### config.mk
export PLATFORM = sky130hd
export DESIGN_NAME = quad_upconv
export DESIGN_NICKNAME = d
export VERILOG_FILES = /design/src/rtl/qup_pkg.sv /design/src/rtl/qup_clk_en.sv /design/src/rtl/qup_rot.sv /design/src/rtl/qup_fmt.sv /design/src/rtl/quad_upconv.sv
export SDC_FILE = /design/constraint.sdc
export NUM_CORES = 1
export LEC_CHECK = 0
export ABC_AREA = 1
export BUFFER_PORTS_ARGS = -buffer_cell sky130_fd_sc_hd__clkbuf_2
export CAP_MARGIN = 30
export CORE_AREA = 4 4 89 91
export DETAILED_ROUTE_END_ITERATION = 10
export DIE_AREA = 0 0 93 95
export PLACE_DENSITY = 0.75
export SLEW_MARGIN = 10
export SYNTH_ARGS = -nofsm -noshare
export SYNTH_HDL_FRONTEND = slang
export SYNTH_SLANG_ARGS = --single-unit
### constraint.sdc
create_clock -name clk_i -period 2.6 [get_ports clk_i]
set_clock_uncertainty 0.1 [all_clocks]
set_input_delay 0.26 -clock clk_i [delete_from_list [all_inputs] [get_ports clk_i]]
set_output_delay 0.26 -clock clk_i [all_outputs]
set_load 0.01 [all_outputs]
### src/rtl/qup_pkg.sv
package qup_pkg;
  typedef enum logic [1:0] {PH_0, PH_1, PH_2, PH_3} phase_e;

  localparam int unsigned MAX_RATIO = 6;

  function automatic int unsigned div_ratio(input logic [1:0] code);
    case (code)
      2'd0:    return 1;
      2'd1:    return 2;
      2'd2:    return 3;
      default: return 6;
    endcase
  endfunction
endpackage

### src/rtl/qup_clk_en.sv
module qup_clk_en
  import qup_pkg::*;
#(
  parameter int unsigned CW = $clog2(MAX_RATIO)
) (
  input  logic       clk_i,
  input  logic       rst_ni,
  input  logic [1:0] sel_i,
  output logic       en_o
);
  logic [CW-1:0] cnt_q;
  logic [CW-1:0] lim;

  always_comb lim = CW'(div_ratio(sel_i) - 1);
  assign en_o = (cnt_q == lim);

  // a ratio change mid-count folds an out-of-range count back to zero
  always_ff @(posedge clk_i or negedge rst_ni) begin
    if (!rst_ni)            cnt_q <= '0;
    else if (cnt_q >= lim)  cnt_q <= '0;
    else                    cnt_q <= cnt_q + 1'b1;
  end

  p_cnt_bound_r2: assert property (@(posedge clk_i) disable iff (!rst_ni)
    cnt_q <= CW'(MAX_RATIO - 1));

  p_div_unit_r2: assert property (@(posedge clk_i) disable iff (!rst_ni)
    (sel_i == 2'd0 && $past(sel_i) == 2'd0) |-> en_o);

  p_single_pulse_r2: assert property (@(posedge clk_i) disable iff (!rst_ni)
    (en_o && sel_i != 2'd0 && $stable(sel_i)) |=> !en_o);
endmodule

### src/rtl/qup_rot.sv
module qup_rot
  import qup_pkg::*;
#(
  parameter int unsigned DW = 14
) (
  input  logic                 clk_i,
  input  logic                 rst_ni,
  input  logic                 en_i,
  input  logic                 load_i,
  input  logic                 parity_i,
  input  logic signed [DW-1:0] i_set_i,
  input  logic signed [DW-1:0] q_set_i,
  output logic signed [DW-1:0] mag_o,
  output logic                 neg_o,
  output logic                 first_o
);
  phase_e                ph_q;
  logic signed [DW-1:0]  pend_i_q, pend_q_q;
  logic signed [DW-1:0]  act_i_q, act_q_q;
  logic                  par_q;
  logic signed [DW-1:0]  cur_i, cur_q;
  logic                  cur_par;

  // at phase 0 the pending pair and live parity are used directly
  always_comb begin
    cur_i   = (ph_q == PH_0) ? pend_i_q : act_i_q;
    cur_q   = (ph_q == PH_0) ? pend_q_q : act_q_q;
    cur_par = (ph_q == PH_0) ? parity_i : par_q;
    unique case (ph_q)
      PH_0: begin mag_o = cur_i; neg_o = 1'b0;     end
      PH_1: begin mag_o = cur_q; neg_o = cur_par;  end
      PH_2: begin mag_o = cur_i; neg_o = 1'b1;     end
      PH_3: begin mag_o = cur_q; neg_o = ~cur_par; end
    endcase
  end

  assign first_o = (ph_q == PH_0);

  always_ff @(posedge clk_i or negedge rst_ni) begin
    if (!rst_ni) begin
      pend_i_q <= '0;
      pend_q_q <= '0;
    end else if (load_i) begin
      pend_i_q <= i_set_i;
      pend_q_q <= q_set_i;
    end
  end

  always_ff @(posedge clk_i or negedge rst_ni) begin
    if (!rst_ni) begin
      ph_q    <= PH_0;
      act_i_q <= '0;
      act_q_q <= '0;
      par_q   <= 1'b0;
    end else if (en_i) begin
      ph_q <= phase_e'(ph_q + 2'd1);
      if (ph_q == PH_0) begin
        act_i_q <= pend_i_q;
        act_q_q <= pend_q_q;
        par_q   <= parity_i;
      end
    end
  end

  p_act_hold_r6: assert property (@(posedge clk_i) disable iff (!rst_ni)
    !(en_i && ph_q == PH_0) |=> ($stable(act_i_q) && $stable(act_q_q)));

  p_par_hold_r7: assert property (@(posedge clk_i) disable iff (!rst_ni)
    !(en_i && ph_q == PH_0) |=> $stable(par_q));

  p_ph_step_r10: assert property (@(posedge clk_i) disable iff (!rst_ni)
    en_i |=> ph_q == phase_e'($past(ph_q) + 2'd1));

  p_ph_hold_r10: assert property (@(posedge clk_i) disable iff (!rst_ni)
    !en_i |=> $stable(ph_q));
endmodule

### src/rtl/qup_fmt.sv
module qup_fmt #(
  parameter int unsigned DW         = 14,
  parameter bit          OFFSET_BIN = 1'b1
) (
  input  logic signed [DW-1:0] mag_i,
  input  logic                 neg_i,
  output logic        [DW-1:0] code_o
);
  localparam logic signed [DW-1:0] MIN_V = {1'b1, {(DW-1){1'b0}}};
  localparam logic signed [DW-1:0] MAX_V = {1'b0, {(DW-1){1'b1}}};

  logic signed [DW-1:0] val;

  always_comb begin
    if (!neg_i)              val = mag_i;
    else if (mag_i == MIN_V) val = MAX_V;
    else                     val = -mag_i;
  end

  generate
    if (OFFSET_BIN) begin : g_offset
      assign code_o = {~val[DW-1], val[DW-2:0]};
    end else begin : g_twos
      assign code_o = val;
    end
  endgenerate
endmodule

### src/rtl/quad_upconv.sv
module quad_upconv
  import qup_pkg::*;
#(
  parameter int unsigned DW         = 14,
  parameter bit          OFFSET_BIN = 1'b1
) (
  input  logic          clk_i,
  input  logic          rst_ni,
  input  logic [1:0]    div_sel_i,
  input  logic          parity_i,
  input  logic          load_i,
  input  logic [DW-1:0] i_set_i,
  input  logic [DW-1:0] q_set_i,
  output logic          upd_o,
  output logic [DW-1:0] dac_o
);
  localparam logic [DW-1:0] ZERO_CODE = OFFSET_BIN ? {1'b1, {(DW-1){1'b0}}} : '0;
  localparam logic [DW-1:0] SAT_CODE  = OFFSET_BIN ? {DW{1'b1}} : {1'b0, {(DW-1){1'b1}}};
  localparam logic signed [DW-1:0] MIN_V = {1'b1, {(DW-1){1'b0}}};

  logic                 en;
  logic signed [DW-1:0] mag;
  logic                 neg;
  logic                 first;
  logic [DW-1:0]        code;
  logic [DW-1:0]        dac_q;

  qup_clk_en u_clk_en (
    .clk_i (clk_i),
    .rst_ni(rst_ni),
    .sel_i (div_sel_i),
    .en_o  (en)
  );

  qup_rot #(.DW(DW)) u_rot (
    .clk_i   (clk_i),
    .rst_ni  (rst_ni),
    .en_i    (en),
    .load_i  (load_i),
    .parity_i(parity_i),
    .i_set_i (i_set_i),
    .q_set_i (q_set_i),
    .mag_o   (mag),
    .neg_o   (neg),
    .first_o (first)
  );

  qup_fmt #(.DW(DW), .OFFSET_BIN(OFFSET_BIN)) u_fmt (
    .mag_i (mag),
    .neg_i (neg),
    .code_o(code)
  );

  always_ff @(posedge clk_i or negedge rst_ni) begin
    if (!rst_ni)  dac_q <= ZERO_CODE;
    else if (en)  dac_q <= code;
  end

  assign upd_o = en;
  assign dac_o = dac_q;

  p_out_hold_r3: assert property (@(posedge clk_i) disable iff (!rst_ni)
    !en |=> $stable(dac_q));

  p_sat_r8: assert property (@(posedge clk_i) disable iff (!rst_ni)
    (en && neg && mag == MIN_V) |=> dac_q == SAT_CODE);

  p_first_plain_r4: assert property (@(posedge clk_i) disable iff (!rst_ni)
    (en && first) |-> !neg);
endmodule

After elaboration in Yosys (flattened, before gate mapping)
Index checks and enable logic that the tools add are counted.
{"block": "word_totals", "regBits": 76, "input_bits": 34, "output_inout_bits": 15, "wordCells": 35}
{"block": "classes", "n_addsub": 4, "n_lt_le_gt_ge": 1, "eq_ne": 7, "mux": 8, "n_bitwise": 2, "n_reduce_logical": 5}
{"operator": "$mux W14", "n": 3}
{"operator": "$pmux W14 S2", "n": 1}
{"operator": "$eq A14 B14 Y1 const B", "n": 1}
{"operator": "$neg A14 Y14", "n": 1}
{"operator": "$pmux W3 S3", "n": 1}
{"operator": "$eq A2 B2 Y1 const B", "n": 3}
{"operator": "$eq A2 B1 Y1 const B", "n": 2}
{"operator": "$logic_not A2 Y1", "n": 2}
{"operator": "$pmux W1 S4", "n": 1}
{"operator": "$reduce_or A2 Y1", "n": 2}
{"operator": "$add A3 B1 Y3 const B", "n": 1}
{"operator": "$eq A3 B3 Y1", "n": 1}
{"operator": "$ge A3 B3 Y1", "n": 1}
{"operator": "$mux W3", "n": 1}
{"operator": "$sub A3 B1 Y3 const B", "n": 1}
{"operator": "$add A2 B1 Y2 const B", "n": 1}
{"operator": "$not A1 Y1", "n": 2}
{"operator": "$reduce_and A2 Y1", "n": 1}
{"operator": "$mux W1", "n": 1}

Logic depth before layout (Yosys ltp)
{"block": "depth", "ltp_word": 7, "mapped_depth": 17}

Modules after synthesis
A second synthesis with hierarchy kept.
{"block": "hier_totals", "cells_unflattened": 505, "area_unflattened_um2": 3916.3}
{"mod": "qup_rot", "n_inst": 1, "cells_per_inst": 322, "area_per_inst_um2": 2658.8, "seq_area_each_um2": 1476.4}
{"mod": "quad_upconv", "n_inst": 1, "cells_per_inst": 59, "area_per_inst_um2": 531.8, "seq_area_each_um2": 351.6}
{"mod": "qup_fmt", "n_inst": 1, "cells_per_inst": 99, "area_per_inst_um2": 526.8, "seq_area_each_um2": 0.0}
{"mod": "qup_clk_en", "n_inst": 1, "cells_per_inst": 25, "area_per_inst_um2": 198.9, "seq_area_each_um2": 75.1}

Worst setup path before layout
No wires, ideal clock.
{"block": "synth_path", "kind": "reg-to-reg", "from": "register u_rot.ph_q[0]", "to": "register dac_q[0] (netlist: dac_o[0])", "setup_ns": 0.117, "t_arrival_ns": 1.896, "required_time_ns": 2.383, "setup_slack_ns": 0.486, "path_stages_with_launch": 15, "n_path_buf": 0, "period_less_slack_ns": 2.114, "cell_sequence": "dfrtp_1 ha_1 nor2_8 inv_2 nand2_1 nand2_1 ha_1 nand3_2 nor2_2 nand2_2 nor2_1 nor2_2 nand2_1 o21ai_1 inv_1"}
{"block": "synth_between", "elab_chain_len": 6}
{"item": "start: declaration", "line": "qup_rot.sv:17", "text": "phase_e ph_q;"}
{"item": "start signal: assignment", "line": "qup_rot.sv:56", "text": "ph_q <= phase_e'(ph_q + 2'd1);"}
{"item": "$eq A2 B1 Y1, or another cell as far along", "line": "qup_rot.sv:29", "text": "unique case (ph_q)"}
{"item": "$reduce_or A2 Y1 (no source line) / $mux W14 (equally long branches)"}
{"item": "$pmux W14 S2", "line": "qup_rot.sv:29"}
{"item": "$neg A14 Y14 / $eq A14 B14 Y1 (equally long branches)", "line": "qup_fmt.sv:17, qup_fmt.sv:16"}
{"item": "$mux W14", "line": "qup_fmt.sv:16", "text": "else if (mag_i == MIN_V) val = MAX_V;"}
{"item": "$mux W14 (*)", "line": "qup_fmt.sv:15", "text": "if (!neg_i) val = mag_i;"}
{"item": "end signal: assignment", "line": "quad_upconv.sv:56", "text": "else if (en) dac_q <= code;"}
{"item": "end: declaration", "line": "quad_upconv.sv:26", "text": "logic [DW-1:0] dac_q;"}
Every way passes the cells marked *; elsewhere a longest branch is shown, timed or not.
A chain may end at the register's enable or synchronous reset.

Worst setup path in the final report
{"block": "layout_path", "from": "register u_rot.ph_q[0]", "to": "register dac_q[7] (netlist: dac_o[7])"}
Same word-level chain as after synthesis.

==> impl_metrics.toml <==
[sta]
min_period_ns = 2.40
tns_ns = 0
maxSlewHeadroom_pct = 53.5
holdWs_ns = 0.0215
hold_viol_final = 0
grt_setup_unrepaired = "false"
drv_slew = 0
fmax_mhz = 417
tightest_slew_ns = 0.698
setup_viol = 0
min_period_over_period_pct = 92.3

[power_and_ir_drop]
switchingPower_mw = 2.57
p_per_area_nw_per_um2 = 1360
p_seq_share_pct = 29.8
combPwrFrac_pct = 51.6
clock_power_share_pct = 18.5
netSwitchingFraction_pct = 42.6
peakVddDrop_mv = 0.567
p_leak_nw = 2.14
internal_power_mw = 3.47

[drt]
routed_via_density = 5.06
vias = 2891
ant_nets = 0
routed_wl_mm = 7.51
drc = 0
post_drt_wl_per_cell_um = 13.2
drt-initial-drc-count = 104
firstDrtPassIters = 4

[cts]
clock-sinks = 76
htree_levels = 3
path_clk_slew_ns = 0.08
cts_tree = "yes"
cts_inserted_buffers = 9
clk_latency_ns = 0.33
clock_path_buffers = 2
ctsRootBufferMaster = "clkbuf_8"

[global_route]
grt_pass1_vias = 2794
grt_overflow = 0
grt_pass1_wl_mm = 13.0
track_usage_pct = 18.6
antenna_found_initial = 0
grt_max_degree = 51

[die]
die_w_um = 93
die-area_sq_um = 8840
start_util_pct = 53.5
die_height_um = 95
row_count = 31
io_pins = 49
coreArea_sq_um = 7140

[job]
maxCapViolCount = 0

[synthesis]
ys_ff_latch = 76
synth.avg_cell_area_sq_um = 9.20
synth_top_area_share_pct = 49.2
yosysSeqAreaShare_pct = 49.9
synthTopCellsByArea = "dfrtp_1 49%, nand2_1 10%, mux2_2 7.4%"
synth_top_cell_by_area = "dfrtp_1"
synth_nets = 458
synthesis.instances = 415
yosysUniqueCellTypes = 32
yosysWarnings = 0
synth_area_sq_um = 3820

[worst_setup_path]
cp.buffers_inverters = 2
crit_arrival_ns = 2.56
cp_top_family = "simple AND/OR/NAND/NOR gates"
crit_required_ns = 2.76
path_class = "reg -> reg"
critPathMaxStageDelay_ns = 0.45
worstPathMaxFanout = 10
start_kind = "flop"
slowest_stage = "dfrtp_1"
crit_chain = "ha_2 -> nor2_8 -> buf_4 -> nand3_1 -> nand2_1 -> nand3_2 -> nor2_2 -> nand2_2 -> nor2_1 -> nor2_2 -> buf_4 -> a21boi_1"
crit_path_end_kind = "flop"

[hold_path]
min_path_type = "in -> reg"

[placement]
portBuffers = 48
gp_congestion = 0.861
place_hpwl_mm = 5.57

[final_layout]
drive_gt1_share_pct = 28.6
diodes = 0
area_growth_pct = 16.7
final_nets = 510
final_util_pct = 62.4

[status]
status = "finished, final reports clean"
worst reg2reg max path: stages, from the launching register on:
cell      delay (ns)
dfrtp_1         0.45
ha_2            0.25
nor2_8          0.18
buf_4           0.21
nand3_1         0.13
nand2_1         0.16
nand3_2         0.11
nor2_2          0.16
nand2_2         0.10
nor2_1          0.12
nor2_2          0.08
buf_4           0.14
a21boi_1        0.14
cell usage after synthesis (all sizes together):
cell / n
mux2: 25
nor2: 22
buf: 12
o21a: 16
nand3b: 2
inv: 39
dfstp: 1
a21boi: 3
ha: 9
nand2: 111
o21ai: 32
clkbuf: 3
o211ai: 1
xor2: 5
xnor2: 2
dfrtp: 75
a21oi: 7
nand4: 1
nand3: 40
or2: 9
worst paths after layout:
path	from	end	slack [ns]	cells after the start
worst max-delay path	u_rot.ph_q[0]$_DFFE_PN0P_	dac_o[7]$_DFFE_PN0P_	0.20	12
worst min-delay path	q_set_i[12]	u_rot.pend_q_q[12]$_DFFE_PN0P_	0.02	3
worst max register to register	u_rot.ph_q[0]$_DFFE_PN0P_	dac_o[7]$_DFFE_PN0P_	0.20	12
worst min register to register	u_clk_en.cnt_q[0]$_DFF_PN0_	u_clk_en.cnt_q[0]$_DFF_PN0_	0.37	1
max in group asynchronous	rst_ni	u_rot.act_i_q[12]$_DFFE_PN0P_	1.35	3
min in group asynchronous	rst_ni	dac_o[1]$_DFFE_PN0P_	0.38	2
metrics by stage:
step                std cells  cell area, sq um  power [mW]  setup WS (ns)
floorplan                 415              3820        4.18          0.486
global placement          553              4150        4.78          0.245
detailed placement        553              4150        4.87          0.124
CTS                       570              4420        6.01         0.0934
global route              571              4450        6.58         0.0231
finish                    571              4450        6.04          0.200
routing by layer:
layer / vias to the layer above / wire length, um / GRT usage [%]
met2: 59 / 3600 / 29.6
met3: 11 / 256 / 3.19
met5: - / 0 / 0
met1: 1374 / 3570 / 25.6
li1: 1447 / - / -
met4: 0 / 90 / 7.08
registers in the layout, indices dropped and copies added, names as in the netlist:
| name | flops |
|---|---|
| dac_o | 14 |
| u_clk_en.cnt_q | 3 |
| u_rot.act_i_q | 14 |
| u_rot.act_q_q | 14 |
| u_rot.par_q | 1 |
| u_rot.pend_i_q | 14 |
| u_rot.pend_q_q | 14 |
| u_rot.ph_q | 2 |
kinds of logic after synthesis:
kind of cell    share of synthesized area, %
simple gates                            22.0
flops                                   49.9
compound gates                          9.64
buf+inv                                 6.59
mux                                     7.38
fa+ha+maj                               2.95
xor+xnor                                1.61
power groups by stage:
stage	Sequential, mW	Clock (mW)	Combinational (mW)
2_1_floorplan	1.82	0	2.36
3_3_place_gp	1.80	0	2.98
3_5_place_dp	1.82	0	3.05
4_1_cts	1.80	1.14	3.07
5_1_grt	1.85	1.20	3.53
6_report	1.80	1.12	3.12
placed cells by master (no fill, tap or decap), drive strengths merged:
| cell type | n |
|---|---|
| o21a | 16 |
| mux2 | 25 |
| nor2 | 22 |
| or2 | 9 |
| clkinv | 2 |
| a21boi | 3 |
| nand3b | 2 |
| buf | 8 |
| nand2 | 111 |
| nand4 | 1 |
| dfstp | 1 |
| clkbuf | 58 |
| ha | 9 |
| dfrtp | 75 |
| o211ai | 1 |
| nand3 | 40 |
| xor2 | 5 |
| a21oi | 7 |
| o21ai | 32 |
| xnor2 | 2 |
| inv | 39 |
| dlygate4sd3 | 1 |
| bufinv | 3 |
cell type report:
type / count / area (sq um)
fillers: 640 / 2680
inverters: 39 / 149
repair buffers: 56 / 328
flip-flops and latches: 76 / 1900
clock inverters: 5 / 108
clock buffers: 11 / 151
multi-input cells: 285 / 1690
well taps: 99 / 124
repair_timing:
item,in CTS,in global routing
hold buffers,1,0
buffers inserted,0,1
hold endpoints to repair,25,0
resized for setup,0,8
setup endpoints to repair,0,14
Power figures use the tool's default switching activity.
